<file path="src/rtl/frac_add_pkg.sv">
package frac_add_pkg;
  typedef enum logic [1:0] {
    MODE_WRAP     = 2'b00,
    MODE_SAT      = 2'b01,
    MODE_ZERO     = 2'b10,
    MODE_SAT_ZERO = 2'b11
  } add_mode_e;
endpackage

</file>
<file path="src/rtl/frac_operand_sel.sv">
module frac_operand_sel #(
  parameter int W = 24
) (
  input  logic [W-1:0] b_i,
  input  logic         zero_b_i,
  output logic [W-1:0] b_o
);
  assign b_o = zero_b_i ? '0 : b_i;
endmodule

</file>
<file path="src/rtl/frac_sum_core.sv">
module frac_sum_core #(
  parameter int W = 24
) (
  input  logic [W-1:0] a_i,
  input  logic [W-1:0] b_i,
  output logic [W-1:0] wrap_o,
  output logic         ovf_o,
  output logic         neg_o
);
  logic [W:0] ext_sum;

  // one guard bit keeps the exact sign
  assign ext_sum = {a_i[W-1], a_i} + {b_i[W-1], b_i};
  assign wrap_o  = ext_sum[W-1:0];
  assign ovf_o   = (a_i[W-1] == b_i[W-1]) && (ext_sum[W-1] != a_i[W-1]);
  assign neg_o   = ext_sum[W];
endmodule

</file>
<file path="src/rtl/frac_clamp.sv">
module frac_clamp
  import frac_add_pkg::*;
#(
  parameter int W = 24
) (
  input  logic [W-1:0] wrap_i,
  input  logic         ovf_i,
  input  logic         neg_i,
  input  logic [1:0]   mode_i,
  output logic [W-1:0] res_o
);
  localparam logic [W-1:0] POS_MAX = {1'b0, {(W-1){1'b1}}};
  localparam logic [W-1:0] NEG_MIN = {1'b1, {(W-1){1'b0}}};

  add_mode_e   mode;
  logic        sat_en, zero_en;
  logic [W-1:0] sat_val;

  always_comb begin
    mode = add_mode_e'(mode_i);
    unique case (mode)
      MODE_WRAP:     begin sat_en = 1'b0; zero_en = 1'b0; end
      MODE_SAT:      begin sat_en = 1'b1; zero_en = 1'b0; end
      MODE_ZERO:     begin sat_en = 1'b0; zero_en = 1'b1; end
      MODE_SAT_ZERO: begin sat_en = 1'b1; zero_en = 1'b1; end
      default:       begin sat_en = 1'b0; zero_en = 1'b0; end
    endcase
  end

  // saturate on true sign, then clamp on resulting sign
  always_comb begin
    sat_val = (sat_en && ovf_i) ? (neg_i ? NEG_MIN : POS_MAX) : wrap_i;
    res_o   = (zero_en && sat_val[W-1]) ? '0 : sat_val;
  end
endmodule

</file>
<file path="src/rtl/frac_clamp_adder.sv">
module frac_clamp_adder #(
  parameter int W = 24
) (
  input  logic         clk_i,
  input  logic         rst_ni,
  input  logic         valid_i,
  input  logic [W-1:0] a_i,
  input  logic [W-1:0] b_i,
  input  logic [1:0]   mode_i,
  input  logic         cond_i,
  output logic [W-1:0] sum_o,
  output logic         ovf_o,
  output logic         neg_o,
  output logic         valid_o
);
  logic [W-1:0] b_eff, wrap_sum, res;
  logic         ovf, neg;

  frac_operand_sel #(.W(W)) u_sel (
    .b_i      (b_i),
    .zero_b_i (cond_i),
    .b_o      (b_eff)
  );

  frac_sum_core #(.W(W)) u_core (
    .a_i    (a_i),
    .b_i    (b_eff),
    .wrap_o (wrap_sum),
    .ovf_o  (ovf),
    .neg_o  (neg)
  );

  frac_clamp #(.W(W)) u_clamp (
    .wrap_i (wrap_sum),
    .ovf_i  (ovf),
    .neg_i  (neg),
    .mode_i (mode_i),
    .res_o  (res)
  );

  always_ff @(posedge clk_i or negedge rst_ni) begin
    if (!rst_ni) begin
      sum_o   <= '0;
      ovf_o   <= 1'b0;
      neg_o   <= 1'b0;
      valid_o <= 1'b0;
    end else begin
      valid_o <= valid_i;
      if (valid_i) begin
        sum_o <= res;
        ovf_o <= ovf;
        neg_o <= neg;
      end
    end
  end
endmodule

</file>
<file path="config.mk">
export PLATFORM = sky130hd
export DESIGN_NAME = frac_clamp_adder
export DESIGN_NICKNAME = d
export VERILOG_FILES = /design/src/rtl/frac_add_pkg.sv /design/src/rtl/frac_operand_sel.sv /design/src/rtl/frac_sum_core.sv /design/src/rtl/frac_clamp.sv /design/src/rtl/frac_clamp_adder.sv
export SDC_FILE = /design/constraint.sdc
export NUM_CORES = 1
export LEC_CHECK = 0
export BUFFER_PORTS_ARGS = -buffer_cell sky130_fd_sc_hd__buf_2
export CELL_PAD_IN_SITES_DETAIL_PLACEMENT = 0
export CELL_PAD_IN_SITES_GLOBAL_PLACEMENT = 2
export CORE_MARGIN = 2
export CORE_UTILIZATION = 34
export DETAILED_ROUTE_END_ITERATION = 16
export GPL_TIMING_DRIVEN = 0
export PLACE_DENSITY = 0.95
export SYNTH_ARGS = -nofsm -noshare
export SYNTH_HDL_FRONTEND = slang
export SYNTH_SLANG_ARGS = --single-unit
</file>
<file path="constraint.sdc">
create_clock -name clk_i -period 2.6 [get_ports clk_i]
set_clock_uncertainty 0.05 [all_clocks]
set_input_delay 0.13 -clock clk_i [delete_from_list [all_inputs] [get_ports clk_i]]
set_output_delay 0.13 -clock clk_i [all_outputs]
set_load 0.005 [all_outputs]
</file>
==> results.md <==
- Status: complete, but fails checks
- Failing checks: setup timing
- Die Ht: 92.91 um
- Global routing usage summed across all routing layers: 16.54%
- Slowest cell on crit path: fa_2
- WP data required: 2.75 ns
- Slew HR: 30.29%
- Mean routed wirelength per cell: 15.44 um
- Multi-input logic area: 2344 um^2
- Mapped Cells: 284
- Final #Nets: 470
- Synth Flop Type: dfrtp_1
- WP buf/inv: 3
- Gate power share: 52.5%
- Crit end category: flop
- Diodes inserted: 0
- Reg2reg end: sum_o[22]
- Sequential fraction of the synthesis area: 25.14%
- Depth of the worst register-to-register path: 4
- Startpoint Class: primary input
- # rows: 32
- Yosys cell types: 51
- CTS tree: built
- Final min period: 2.609 ns
- Final setup violation count: 4
- Clock sink count: 27
- DRT Pass-1 Iters: 4
- Maxcap violations: 0
- Largest family of logic cells by synthesized area: compound AO/OA/AOI/OAI gates
- Total power: 1.693 mW
- Post-layout instance area: 3921 um^2
- Initial Util: 34.96%
- Largest net degree at the start of global routing: 28
- Hold Path Class: in2reg
- I/O pins: 81
- Worst hold margin: 0.1977 ns
- Fill cells: 737
- Root Driver: clkbuf_8
- Flop2flop setup slack: 1.59 ns
- Overflow after GRT: 0
- Worst-path clk slew: 0.08 ns
- Top delay family on crit path: compound AO/OA/AOI/OAI gates
- Yosys Warn Count: 0
- Sw Share: 37.36%
- First-pass GRT wire length: 11440 um
- Clock share of power: 13.7%
- Post-DP HPWL: 5541 um
- RSZ-0062 raised after global routing: true
- Post-route setup slack: -0.008785 ns
- Placed Instances: 466
- Critical path type: in2reg
- Reg area: 675.6 um^2
- Sequential Power Share: 33.8%
- Number of flops mapped to enable cells by yosys: 0
- Synth Register Bits: 27
- # DRC: 0
- Syn_nets: 363
- GRT busiest layer: met2
- Lkg Pwr: 1.760 nW
- CTS Buf Count: 3
- Area Overhead vs Synth: 45.90%
- TNS Setup: -0.01948 ns
- Crit path largest cell delay: 0.38 ns
- GR Layer Usage met2: 26.45%
- Placer Congestion: 0.8183
- Sw Pwr: 0.6324 mW
- Crit Path Max Fanout: 5
- Proportion of synthesized area in mux cells: 1.536%
- Die area: 8632 um^2
- Finished Layout Cells: 492
- Hold Startpoint: mode_i[1]
- Int Power: 1.060 mW
- CTS H-tree lvls: 1
- Vias in the first global route: 2452
- Slew Viols, Final: 0
- Number of I/O port buffers: 80
- Die X: 92.91 um
- Cell Area, Synth: 2688 um^2
- Maximum VDD drop: 0.0003842 V
- Initial antenna violation count: 0
- Power per cell area: 431.7 nW/um^2
- Xor and xnor area share after synthesis: 6.518%
- Worst Tran Pin Value: 1.046 ns
- Routed WL: 7596 um
- Worst path cell trace: buf_12 -> clkbuf_16 -> nor2b_4 -> ha_4 -> fa_2 -> a21o_1 -> a221o_1 -> nand2_2 -> and2_4 -> o31ai_4 -> a311oi_4 -> o221ai_4 -> clkbuf_16 -> o2bb2ai_2
- Worst-Skew Late Latency: 0.27 ns
- Via count: 2498
- Simple-Gate Fraction of Synth Area: 18.90%
- Critical R2R Launch: sum_o[22]
- Crit share post-route: 100.3%
- Hold Vio Cnt, Final: 0
- Ys async rst share: 100.0%
- Worst hold endpoint: sum_o[23]
- Met1 GRT Util: 23.93%
- WP data arrival: 2.76 ns
- Starting DRT DRC Count: 89
- Area share of fa/ha/maj cells after synthesis: 11.92%
- Met3 usage: 1.221%
- Share of cells above drive strength 1: 46.92%
- Total core area: 7687 um^2
- Via/cell ratio: 5.077
- Hold Path Depth: 3
- Clock buffer depth: 2
- ANT nets after route: 0
- Most used cell along the critical path: clkbuf_16
- Fmax: 383.3 MHz
- Synth Area per Inst: 9.463 um^2
- Synth Area in Compound Gates: 33.61%
- Instance area at placement: 3242 um^2
-- Yosys cell counts, types with 4 or more instances --
| cell type | count | share of area [%] |
|---|---|---|
| xor2_1 | 10 | 3.3 |
| dfrtp_1 | 27 | 25 |
| nor2b_1 | 27 | 6.3 |
| a21oi_2 | 6 | 2.0 |
| inv_1 | 4 | 0.56 |
| clkbuf_1 | 7 | 0.98 |
| a21oi_1 | 18 | 3.4 |
| o21ai_0 | 11 | 2.0 |
| nand2_1 | 16 | 2.2 |
| nor2_1 | 33 | 4.6 |
| ha_1 | 24 | 11 |
| xnor2_1 | 10 | 3.3 |
| o2bb2ai_2 | 19 | 11 |
| a21o_1 | 10 | 2.8 |
| nand3_1 | 5 | 0.93 |
-- stage by stage --
| step | worst slack [ns] | utilization (%) |
|---|---|---|
| 3_5_place_dp | -0.6947 | 42.17 |
| 6_report | -0.008785 | 51.01 |
| 4_1_cts | -0.01647 | 44.94 |
| 2_1_floorplan | -0.07030 | - |
| 5_1_grt | -0.09328 | 51.01 |
| 3_3_place_gp | -0.6776 | 42.17 |
-- sequential cells by signal (all words and copies together), names as in the netlist --
| signal | count |
|---|---|
| sum_o | 24 |
| neg_o | 1 |
| ovf_o | 1 |
| valid_o | 1 |
-- worst max-delay path by stage --
stage / from / end / slack, ns / cells past startpoint
6_report: cond_i / sum_o[13] / -0.009 / 14
3_5_place_dp: cond_i / sum_o[7] / -0.69 / 13
5_1_grt: cond_i / sum_o[1] / -0.09 / 14
2_1_floorplan: cond_i / sum_o[13] / -0.07 / 13
3_3_place_gp: cond_i / sum_o[16] / -0.68 / 13
4_1_cts: cond_i / neg_o / -0.02 / 14
-- cells in the final DEF, fill, tap and decap left out, types with 4 or more instances in the layout --
| master | Yosys | routed |
|---|---|---|
| o21ai_0 | 11 | 9 |
| nor2b_2 | 0 | 4 |
| xnor2_1 | 10 | 9 |
| nand2_1 | 16 | 16 |
| nor2b_1 | 27 | 20 |
| inv_1 | 4 | 4 |
| buf_2 | 0 | 79 |
| ha_1 | 24 | 15 |
| clkbuf_8 | 0 | 4 |
| clkbuf_1 | 7 | 4 |
| a21oi_1 | 18 | 16 |
| buf_4 | 0 | 17 |
| nor2_1 | 33 | 32 |
| a21oi_2 | 6 | 4 |
| a21oi_4 | 0 | 4 |
| o2bb2ai_4 | 0 | 11 |
| dfrtp_1 | 27 | 27 |
| a21o_1 | 10 | 10 |
| o2bb2ai_2 | 19 | 10 |
| ha_4 | 0 | 7 |
| xor2_1 | 10 | 10 |
| nand3_1 | 5 | 5 |
-- what timing repair did --
action,in CTS,in global routing
setup endpoints to repair,25,25
cloned,1,2
hold endpoints to repair,28,0
pin swaps,9,46
setup buffers,9,8
gates resized for setup,14,61
hold buffers,2,0
-- cell families (layout without fill, tap and decap cells) --
kind of cell               count (synthesis)  count (layout)
AOI/OAI and AO/OA                         94              94
adders and majority gates                 25              25
and+or+nand+nor                          101             101
xor gates and xnor gates                  20              20
DFF                                       27              27
muxes                                      4               4
buffers and inverters                     13             119
-- tightest hold or removal path: cells and delay by family --
family	cells	cell delay [ns]
compound gates	1	0.15
buf+inv	2	0.21
-- layout make-up --
class	instances	share of cell area, %
repair buffers	102	16.08
plain buffers	9	2.138
well taps	102	3.255
inverters	4	0.3829
clock buffers	4	1.149
multi-input cells	244	59.76
flip-flops and latches	27	17.23
-- per-layer routing --
metal / part of all wire, % / up-vias
li1: - / 1261
met1: 49 / 1168
met2: 46 / 60
met3: 3.3 / 9
met4: 1.8 / 0
met5: 0 / -
-- power groups by stage --
stage / logic [mW] / clock network (mW) / registers [mW]
finish: 0.889 / 0.232 / 0.572
CTS: 0.737 / 0.239 / 0.559
global route: 0.962 / 0.255 / 0.581
global placement: 0.683 / 0 / 0.566
detailed placement: 0.688 / 0 / 0.567
floorplan: 0.448 / 0 / 0.570
Note: power is estimated with default switching activity, not from simulation.
